`config.mk`:
```
export PLATFORM = sky130hd
export DESIGN_NAME = rd_order_sched
export DESIGN_NICKNAME = d
export VERILOG_FILES = /design/src/rtl/rdsched_pkg.sv /design/src/rtl/rdsched_fifo.sv /design/src/rtl/rdsched_tagpool.sv /design/src/rtl/rd_order_sched.sv
export SDC_FILE = /design/constraint.sdc
export NUM_CORES = 1
export LEC_CHECK = 0
export ABC_AREA = 1
export BUFFER_PORTS_ARGS = -buffer_cell sky130_fd_sc_hd__buf_4
export CAP_MARGIN = 10
export CORE_MARGIN = 2
export CORE_UTILIZATION = 45
export CTS_CLUSTER_DIAMETER = 30
export DETAILED_ROUTE_END_ITERATION = 16
export GPL_ROUTABILITY_DRIVEN = 0
export GPL_TIMING_DRIVEN = 0
export PLACE_DENSITY = 0.67
export SYNTH_ARGS = -nofsm -noshare
export SYNTH_HDL_FRONTEND = slang
export SYNTH_HIERARCHICAL = 1
export SYNTH_SLANG_ARGS = --single-unit
```
`constraint.sdc`:
```
create_clock -name clk -period 5.4 [get_ports clk]
set_input_delay 1.08 -clock clk [delete_from_list [all_inputs] [get_ports clk]]
set_output_delay 1.08 -clock clk [all_outputs]
set_load 0.02 [all_outputs]
```
`src/rtl/rdsched_pkg.sv`:
```
package rdsched_pkg;

    localparam int ADDR_W   = 32;
    localparam int LEN_W    = 4;
    localparam int TAG_W    = 2;
    localparam int NUM_TAGS = 4;
    localparam int SPACE_W  = 2;

    typedef enum logic [SPACE_W-1:0] {
        SP_MEM = 2'd0,
        SP_IO  = 2'd1,
        SP_CFG = 2'd2
    } space_e;

    typedef struct packed {
        logic [ADDR_W-1:0] addr;
        logic [LEN_W-1:0]  len_m1;
        space_e            space;
        logic              is_wr;
    } req_t;

    localparam int REQ_W = $bits(req_t);

    function automatic req_t make_req(input logic [ADDR_W-1:0] a,
                                      input logic [LEN_W-1:0] l,
                                      input logic [SPACE_W-1:0] s,
                                      input logic w);
        req_t r;
        r.addr   = a;
        r.len_m1 = l;
        r.space  = space_e'(s);
        r.is_wr  = w;
        return r;
    endfunction

endpackage

```
`src/rtl/rdsched_fifo.sv`:
```
module rdsched_fifo #(
    parameter int W     = 8,
    parameter int DEPTH = 8,
    localparam int PW   = (DEPTH > 1) ? $clog2(DEPTH) : 1,
    localparam int CW   = $clog2(DEPTH + 1)
) (
    input  logic          clk,
    input  logic          rst,
    input  logic          push,
    input  logic [W-1:0]  push_data,
    input  logic          pop,
    output logic [W-1:0]  head,
    output logic [CW-1:0] count,
    output logic          full,
    output logic          empty
);

    logic [W-1:0]  mem [DEPTH];
    logic [PW-1:0] wp, rp;
    logic          push_ok, pop_ok;

    assign full    = (count == CW'(DEPTH));
    assign empty   = (count == '0);
    assign push_ok = push && !full;
    assign pop_ok  = pop && !empty;
    assign head    = mem[rp];

    function automatic logic [PW-1:0] step(input logic [PW-1:0] p);
        return (p == PW'(DEPTH - 1)) ? '0 : p + 1'b1;
    endfunction

    always_ff @(posedge clk) begin
        if (push_ok) mem[wp] <= push_data;
    end

    always_ff @(posedge clk) begin
        if (rst) begin
            wp    <= '0;
            rp    <= '0;
            count <= '0;
        end else begin
            if (push_ok) wp <= step(wp);
            if (pop_ok)  rp <= step(rp);
            case ({push_ok, pop_ok})
                2'b10:   count <= count + 1'b1;
                2'b01:   count <= count - 1'b1;
                default: count <= count;
            endcase
        end
    end

endmodule

```
`src/rtl/rdsched_tagpool.sv`:
```
module rdsched_tagpool #(
    parameter int N   = 4,
    parameter int USE = 4,
    localparam int TW = (N > 1) ? $clog2(N) : 1,
    localparam int CW = $clog2(N + 1)
) (
    input  logic          clk,
    input  logic          rst,
    input  logic          alloc,
    input  logic [TW-1:0] alloc_tag,
    input  logic          rel,
    input  logic [TW-1:0] rel_tag,
    output logic [TW-1:0] free_tag,
    output logic          any_free,
    output logic [CW-1:0] busy_cnt
);

    logic [N-1:0] busy, allowed, free_m, rel_m, alloc_m;

    for (genvar i = 0; i < N; i++) begin : g_allow
        assign allowed[i] = (i < USE);
    end

    assign free_m   = allowed & ~busy;
    assign any_free = |free_m;
    assign rel_m    = rel   ? (N'(1) << rel_tag)   : '0;
    assign alloc_m  = alloc ? (N'(1) << alloc_tag) : '0;
    assign busy_cnt = CW'($countones(busy));

    always_comb begin
        free_tag = '0;
        for (int i = N - 1; i >= 0; i--) begin
            if (free_m[i]) free_tag = TW'(i);
        end
    end

    always_ff @(posedge clk) begin
        if (rst) busy <= '0;
        else     busy <= (busy & ~rel_m) | alloc_m;
    end

endmodule

```
`src/rtl/rd_order_sched.sv`:
```
module rd_order_sched
    import rdsched_pkg::*;
#(
    parameter int MULTI_RD = 1,
    parameter int QDEPTH   = 8,
    localparam int MAX_RD  = (MULTI_RD != 0) ? NUM_TAGS : 1,
    localparam int QCW     = $clog2(QDEPTH + 1),
    localparam int IFW     = $clog2(NUM_TAGS + 1)
) (
    input  logic               clk,
    input  logic               rst,
    input  logic               in_valid,
    output logic               in_ready,
    input  logic [ADDR_W-1:0]  in_addr,
    input  logic [LEN_W-1:0]   in_len_m1,
    input  logic [SPACE_W-1:0] in_space,
    input  logic               in_is_write,
    output logic               out_valid,
    input  logic               out_ready,
    output logic [ADDR_W-1:0]  out_addr,
    output logic [LEN_W-1:0]   out_len_m1,
    output logic [SPACE_W-1:0] out_space,
    output logic               out_is_write,
    output logic [TAG_W-1:0]   out_tag,
    input  logic               cpl_valid,
    input  logic [TAG_W-1:0]   cpl_tag,
    output logic [QCW-1:0]     q_count,
    output logic [IFW-1:0]     inflight
);

    req_t             in_req, wr_req, q_head, sel_req;
    logic [REQ_W-1:0] q_head_bits;
    logic             accept, q_full, q_empty, q_push, q_pop;
    logic             wr_pend, rd_hold, sel_wr, sel_rd, rd_fire, wr_fire;
    logic             any_free;
    logic [TAG_W-1:0] free_tag, held_tag;

    assign in_req   = make_req(in_addr, in_len_m1, in_space, in_is_write);
    assign in_ready = !q_full && !wr_pend;
    assign accept   = in_valid && in_ready;
    assign q_push   = accept && !in_is_write;

    rdsched_fifo #(.W(REQ_W), .DEPTH(QDEPTH)) u_rdq (
        .clk       (clk),
        .rst       (rst),
        .push      (q_push),
        .push_data (in_req),
        .pop       (q_pop),
        .head      (q_head_bits),
        .count     (q_count),
        .full      (q_full),
        .empty     (q_empty)
    );
    assign q_head = req_t'(q_head_bits);

    rdsched_tagpool #(.N(NUM_TAGS), .USE(MAX_RD)) u_tags (
        .clk       (clk),
        .rst       (rst),
        .alloc     (rd_fire),
        .alloc_tag (out_tag),
        .rel       (cpl_valid),
        .rel_tag   (cpl_tag),
        .free_tag  (free_tag),
        .any_free  (any_free),
        .busy_cnt  (inflight)
    );

    // Issue select: a waiting write wins unless a read is already locked on the port.
    assign sel_wr  = wr_pend && !rd_hold;
    assign sel_rd  = !sel_wr && (rd_hold || (!q_empty && any_free));
    assign sel_req = sel_wr ? wr_req : q_head;

    assign out_valid    = sel_wr || sel_rd;
    assign out_addr     = sel_req.addr;
    assign out_len_m1   = sel_req.len_m1;
    assign out_space    = sel_req.space;
    assign out_is_write = sel_req.is_wr;
    assign out_tag      = sel_rd ? (rd_hold ? held_tag : free_tag) : '0;

    assign rd_fire = sel_rd && out_ready;
    assign wr_fire = sel_wr && out_ready;
    assign q_pop   = rd_fire;

    always_ff @(posedge clk) begin
        if (rst) begin
            wr_pend  <= 1'b0;
            wr_req   <= '0;
            rd_hold  <= 1'b0;
            held_tag <= '0;
        end else begin
            if (accept && in_is_write) begin
                wr_pend <= 1'b1;
                wr_req  <= in_req;
            end else if (wr_fire) begin
                wr_pend <= 1'b0;
            end

            if (sel_rd && !out_ready) begin
                rd_hold  <= 1'b1;
                held_tag <= out_tag;
            end else if (rd_fire) begin
                rd_hold  <= 1'b0;
            end
        end
    end

endmodule

```
-- Word level (Yosys, flattened, before mapping)
Memory sizes are Yosys's and may differ from the RTL's. A register that Yosys moved wholly into a read port is not among the register bits.
Cells that the tools add are included.
- flip-flop bits (word level): 57
- bits in latches: 0
- memory bits (writable): 312
- memory bits (read-only): 0
- bits of input ports: 46
- output and inout bits: 50
- word-level logic and storage cells: 76
- memories kept: 1
- memory list (name ; words ; bits a word ; rd ports ; clocked after Yosys merged registers in ; wr ports ; line ; source):
    u_rdq.mem ; 8 ; 39 ; 1 ; 1 ; 1 ; rdsched_fifo.sv:18 ; logic [W-1:0] mem [DEPTH];
- $add $sub $neg: 7
- multipliers: 0
- div/mod/pow operators: 0
- order comparisons: 0
- eq/ne operators: 5
- shift-type cells: 2
- mux-type cells: 20
- bitwise operators: 4
- reductions and logical operators: 26
- operator list (operator ; number):
    $mux 39 ; 1
    $logic_and 1x1->1 ; 12
    $mux 2 ; 6
    $mux 3 ; 4
    $mux 4 ; 2
    $not 4->4 ; 2
    $pmux 4 s2 ; 1
    $shl 1x2->4 const A ; 2
    $logic_not 1->1 ; 7
    $add 3x1->3 const B ; 2
    $eq 3x3->1 const B ; 2
    $mux 1 ; 6
    $reduce_bool 2->1 ; 3
    $add 1x1->2 ; 2
    $add 4x1->4 const B ; 1
    $and 4x4->4 ; 1
    $eq 4x4->1 const B ; 1
    $logic_not 4->1 ; 1
    $or 4x4->4 ; 1
    $reduce_or 4->1 ; 1
    $sub 4x1->4 const B ; 1
    $add 3x3->3 ; 1
    $eq 2x1->1 const B ; 1
    $eq 2x2->1 const B ; 1
    $logic_or 1x1->1 ; 2

-- Logic depth before layout (Yosys ltp)
- depth after elaboration: 10
- mapped depth: 20
- mapped depth without buffers: 20

-- Hierarchy
Netlist, hierarchy kept.
- by module, submodules not included (module ; instances ; cells each ; area each (µm²) ; seq. area each (µm²)):
    rdsched_fifo ; 1 ; 971 ; 12817.3 ; 9629.2
    rd_order_sched ; 1 ; 369 ; 2202.1 ; 860.8
    rdsched_tagpool ; 1 ; 40 ; 274.0 ; 80.1

-- Least setup slack after synthesis
Ideal clock, no wire load.
- path type: in2reg
- start: in in_valid
- end: mem u_rdq/mem[1][0] (netlist bit), enable pin
- setup time: 435 ps
- arrival: 3265 ps
- data required time: 4965 ps
- slack: 1700 ps
- cell stages on the path: 6
- buffers on the path: 0
- cells stage by stage: nand2_1 nor2_1 nand2_1 nor2_1 inv_1 nor2_1
- word-level cells in the longest chain between the ends: 5
- RTL lines (item ; line ; source):
    from (decl) ; rd_order_sched.sv:12 ; input logic in_valid,
    $logic_and 1x1->1 ; rd_order_sched.sv:40 ; assign accept = in_valid && in_ready;
    $logic_and 1x1->1 ; rd_order_sched.sv:41 ; assign q_push = accept && !in_is_write;
    net q_push ; rd_order_sched.sv:33 ; logic accept, q_full, q_empty, q_push, q_pop;
    $logic_and 1x1->1 ; rdsched_fifo.sv:24 ; assign push_ok = push && !full;
    $mux 1 ; rdsched_fifo.sv:33 ; if (push_ok) mem[wp] <= push_data;
    $mux 1 (implied by the code) ; rdsched_fifo.sv:33 ;
    to (decl) ; rdsched_fifo.sv:18 ;
The timed path passes the listed nets, and every way through them passes these cells.

==> metrics.yaml <==
synthesis:
  synth_cells: 1380
  synth_area_um2: 15300
  synth.avg_cell_area_um2: 11.1
  synth_fp_nets: 1437
  yosys_register_bits: 372
  ys_warn_count: 6
  ys_top_cells_by_area: "edfxtp_1 (61%), dfxtp_1 (7.9%), nand2_1 (6.6%)"
  synth_commonest_cells: "edfxtp_1 (312), nand2_1 (270), nor2_1 (257)"
  synth_cell_type_count: 31
  synth_most_common_cell: "edfxtp_1"
  synth-async-reset-ratio_pct: 0
  synth_seq_area_share_pct: 69.1
  synth-edff-count: 312
  synth_top_cell_by_area: "edfxtp_1"
  synth_top_area_share_pct: 61.3
  synth_ff_type: "edfxtp_1"
layout:
  final_layout_size_suffix_gt1_share_pct: 17.3
  multi_input_area_um2: 4070
  synthToLayoutAreaGrowth_pct: 27.8
  final_cells: 2069
  diodes: 0
  fill_cells: 2702
  fin_util_pct: 58.3
  ff_latch_area_um2: 10600
  nNetsFinal: 1616
power:
  p_total_mw: 10.2
  static-leakage-power_nw: 7.49
  power_density_nw_per_um2: 523
  peakVddDrop_uv: 315
setup_path:
  rr_worst_depth: 16
  regToRegSetupSlack_ns: 2.45
  crit_path_end_kind: "output port"
  rr_startpoint: "rd_hold"
  crit_end: "out_len_m1[2]"
  worst_ep_required_time_ns: 4.32
  critPathKind: "flop to output port"
  crit_path_start_kind: "flop"
  r2r_end: "u_rdq/count[2]"
  path_max_fanout: 10
  crit_arrival_ns: 2.74
sta:
  worst_pin_slew_ns: 0.830
  finalSetupTns_ns: 0
  rsz0062_at_grt: "false"
  slew_viol_final: 0
  hold_viol: 0
  fin_crit_sh_pct: 70.7
  hold_slack_ns: 0.475
  setup_viol: 0
  fmax_mhz: 262
  fin_skew_ns: 0.0184
  finalCriticalPeriod_ns: 3.82
  slew_headroom_pct: 44.5
placed_design:
  hpwl_um: 23800
  portBuffers: 95
  placedCellCount: 1931
route:
  drt-pass1-iter-count: 5
  dr_total_vias: 10900
  ant_nets: 0
  wl_per_cell_um: 18.8
  routed_wl_um: 38900
  drtIter0Drc: 970
  post-route-drc-count: 0
  via_per_inst: 5.28
job:
  maxCapViolCount: 0
cts:
  cts-root-buf: "clkbuf_16"
  cts_max_level: 3
  cts_tree: "built"
  clkTransAtPathRegs_ns: 0.05
  clk_path_buf_depth: 3
  post_cts_buffers: 0
  holdBufCountCts: 0
  clock_sinks: 372
  cts_inserted_buffers: 74
  clkLatencyLatePin_ns: 0.58
  cts_resized: 0
min_path:
  hold_class: "flop to flop"
  min_from: "held_tag[0]"
grt:
  grt_pass1_vias: 11000
  antenna_found_initial: 0
  grt_overflow: 0
  grt_max_degree: 22
  track_usage_pct: 22.1
  grt_pass1_wl_um: 60500
floorplanning:
  die-height_um: 188
  ioPinCount: 96
  start_util_pct: 45.6
  rows: 67
  design.core.area_um2: 33500
  die_w_um: 188
  die_area_um2: 35500
outcome:
  status: "complete, no violations"
-- state kept, by name, summed over array words and instances, names as in the netlist, named ones only --
name	flops
held_tag	2
rd_hold	1
u_rdq/count	4
u_rdq/mem	312
u_rdq/rp	3
u_rdq/wp	3
u_tags/busy	4
wr_pend	1
wr_req	39
-- report_power, final --
group          internal [mW]  switching (mW)  total [mW]
clock                   3.32            1.57        4.89
combinational          0.699            1.31        2.01
sequential              3.27          0.0609        3.33
-- logic make-up (layout without fill, tap and decap cells) --
family                   Yosys count  in the layout  synth area share [%]
multiplexers                      39             39                  2.55
AND/OR/NAND/NOR                  549            549                  13.8
buffers and inverters            150            391                  4.68
AO/OA/AOI/OAI                    256            256                  8.73
flip-flops                       372            372                  69.1
XOR/XNOR                           3              3                 0.172
adder cells (fa/ha/maj)           11             11                 0.949
-- how the worst min path moves through the flow --
stage                  end  slack, ns  cells after the start
2_1_floorplan    wr_req[0]       0.42                      2
3_3_place_gp     wr_req[0]       0.45                      2
3_5_place_dp     wr_req[0]       0.45                      2
4_1_cts        held_tag[0]       0.47                      2
5_1_grt        held_tag[0]       0.49                      2
6_report       held_tag[0]       0.48                      2
-- per-layer routing --
metal	wire length (um)	track usage, %
met4	1210	10.1
met3	2930	3.97
met2	18700	36.6
met5	0	0
met1	16100	28.6
-- cell type report --
| type | instances | share of cell area, % |
|---|---|---|
| sequential | 372 | 54.1 |
| multi-input combinational | 858 | 20.8 |
| clock buffer | 83 | 9.81 |
| timing repair buffer | 103 | 4.66 |
| clock inverter | 55 | 4.08 |
| tap | 448 | 2.87 |
| buffer | 75 | 2.22 |
| inverter | 75 | 1.44 |
-- layout by cell type (no fill, tap or decap), types with 3 or more instances in the layout --
master	instances
o21ai_1	24
buf_2	19
buf_6	5
clkinv_8	3
nand3_1	15
ha_1	10
clkinv_4	6
dfxtp_1	60
a21oi_1	14
inv_6	7
buf_4	100
clkinv_1	5
clkinvlp_4	6
edfxtp_1	312
mux2i_1	39
buf_12	7
nor2_1	249
o22ai_1	39
nor2_4	9
nand2_1	270
o21ai_0	177
buf_1	3
bufinv_16	15
clkbuf_16	75
buf_16	5
clkbuf_2	6
clkinv_2	10
inv_1	74
clkbuf_1	40
-- worst max-delay path, stage by stage (launching register included) --
cell	delay [ns]
dfxtp_1	0.36
buf_2	0.25
clkbuf_1	0.50
o21ai_0	0.21
o21ai_0	0.18
nand2_1	0.07
nand2_1	0.12
nand2_1	0.08
o21ai_0	0.17
buf_4	0.22
-- through the flow --
step	area [um2]	setup slack, ns
after detailed placement	16800	2.22
after global placement	16600	0.0285
after global routing	19500	1.44
after CTS	19500	1.64
after floorplan	15300	1.70
final	19500	1.58
(Power assumes the default switching activity.)
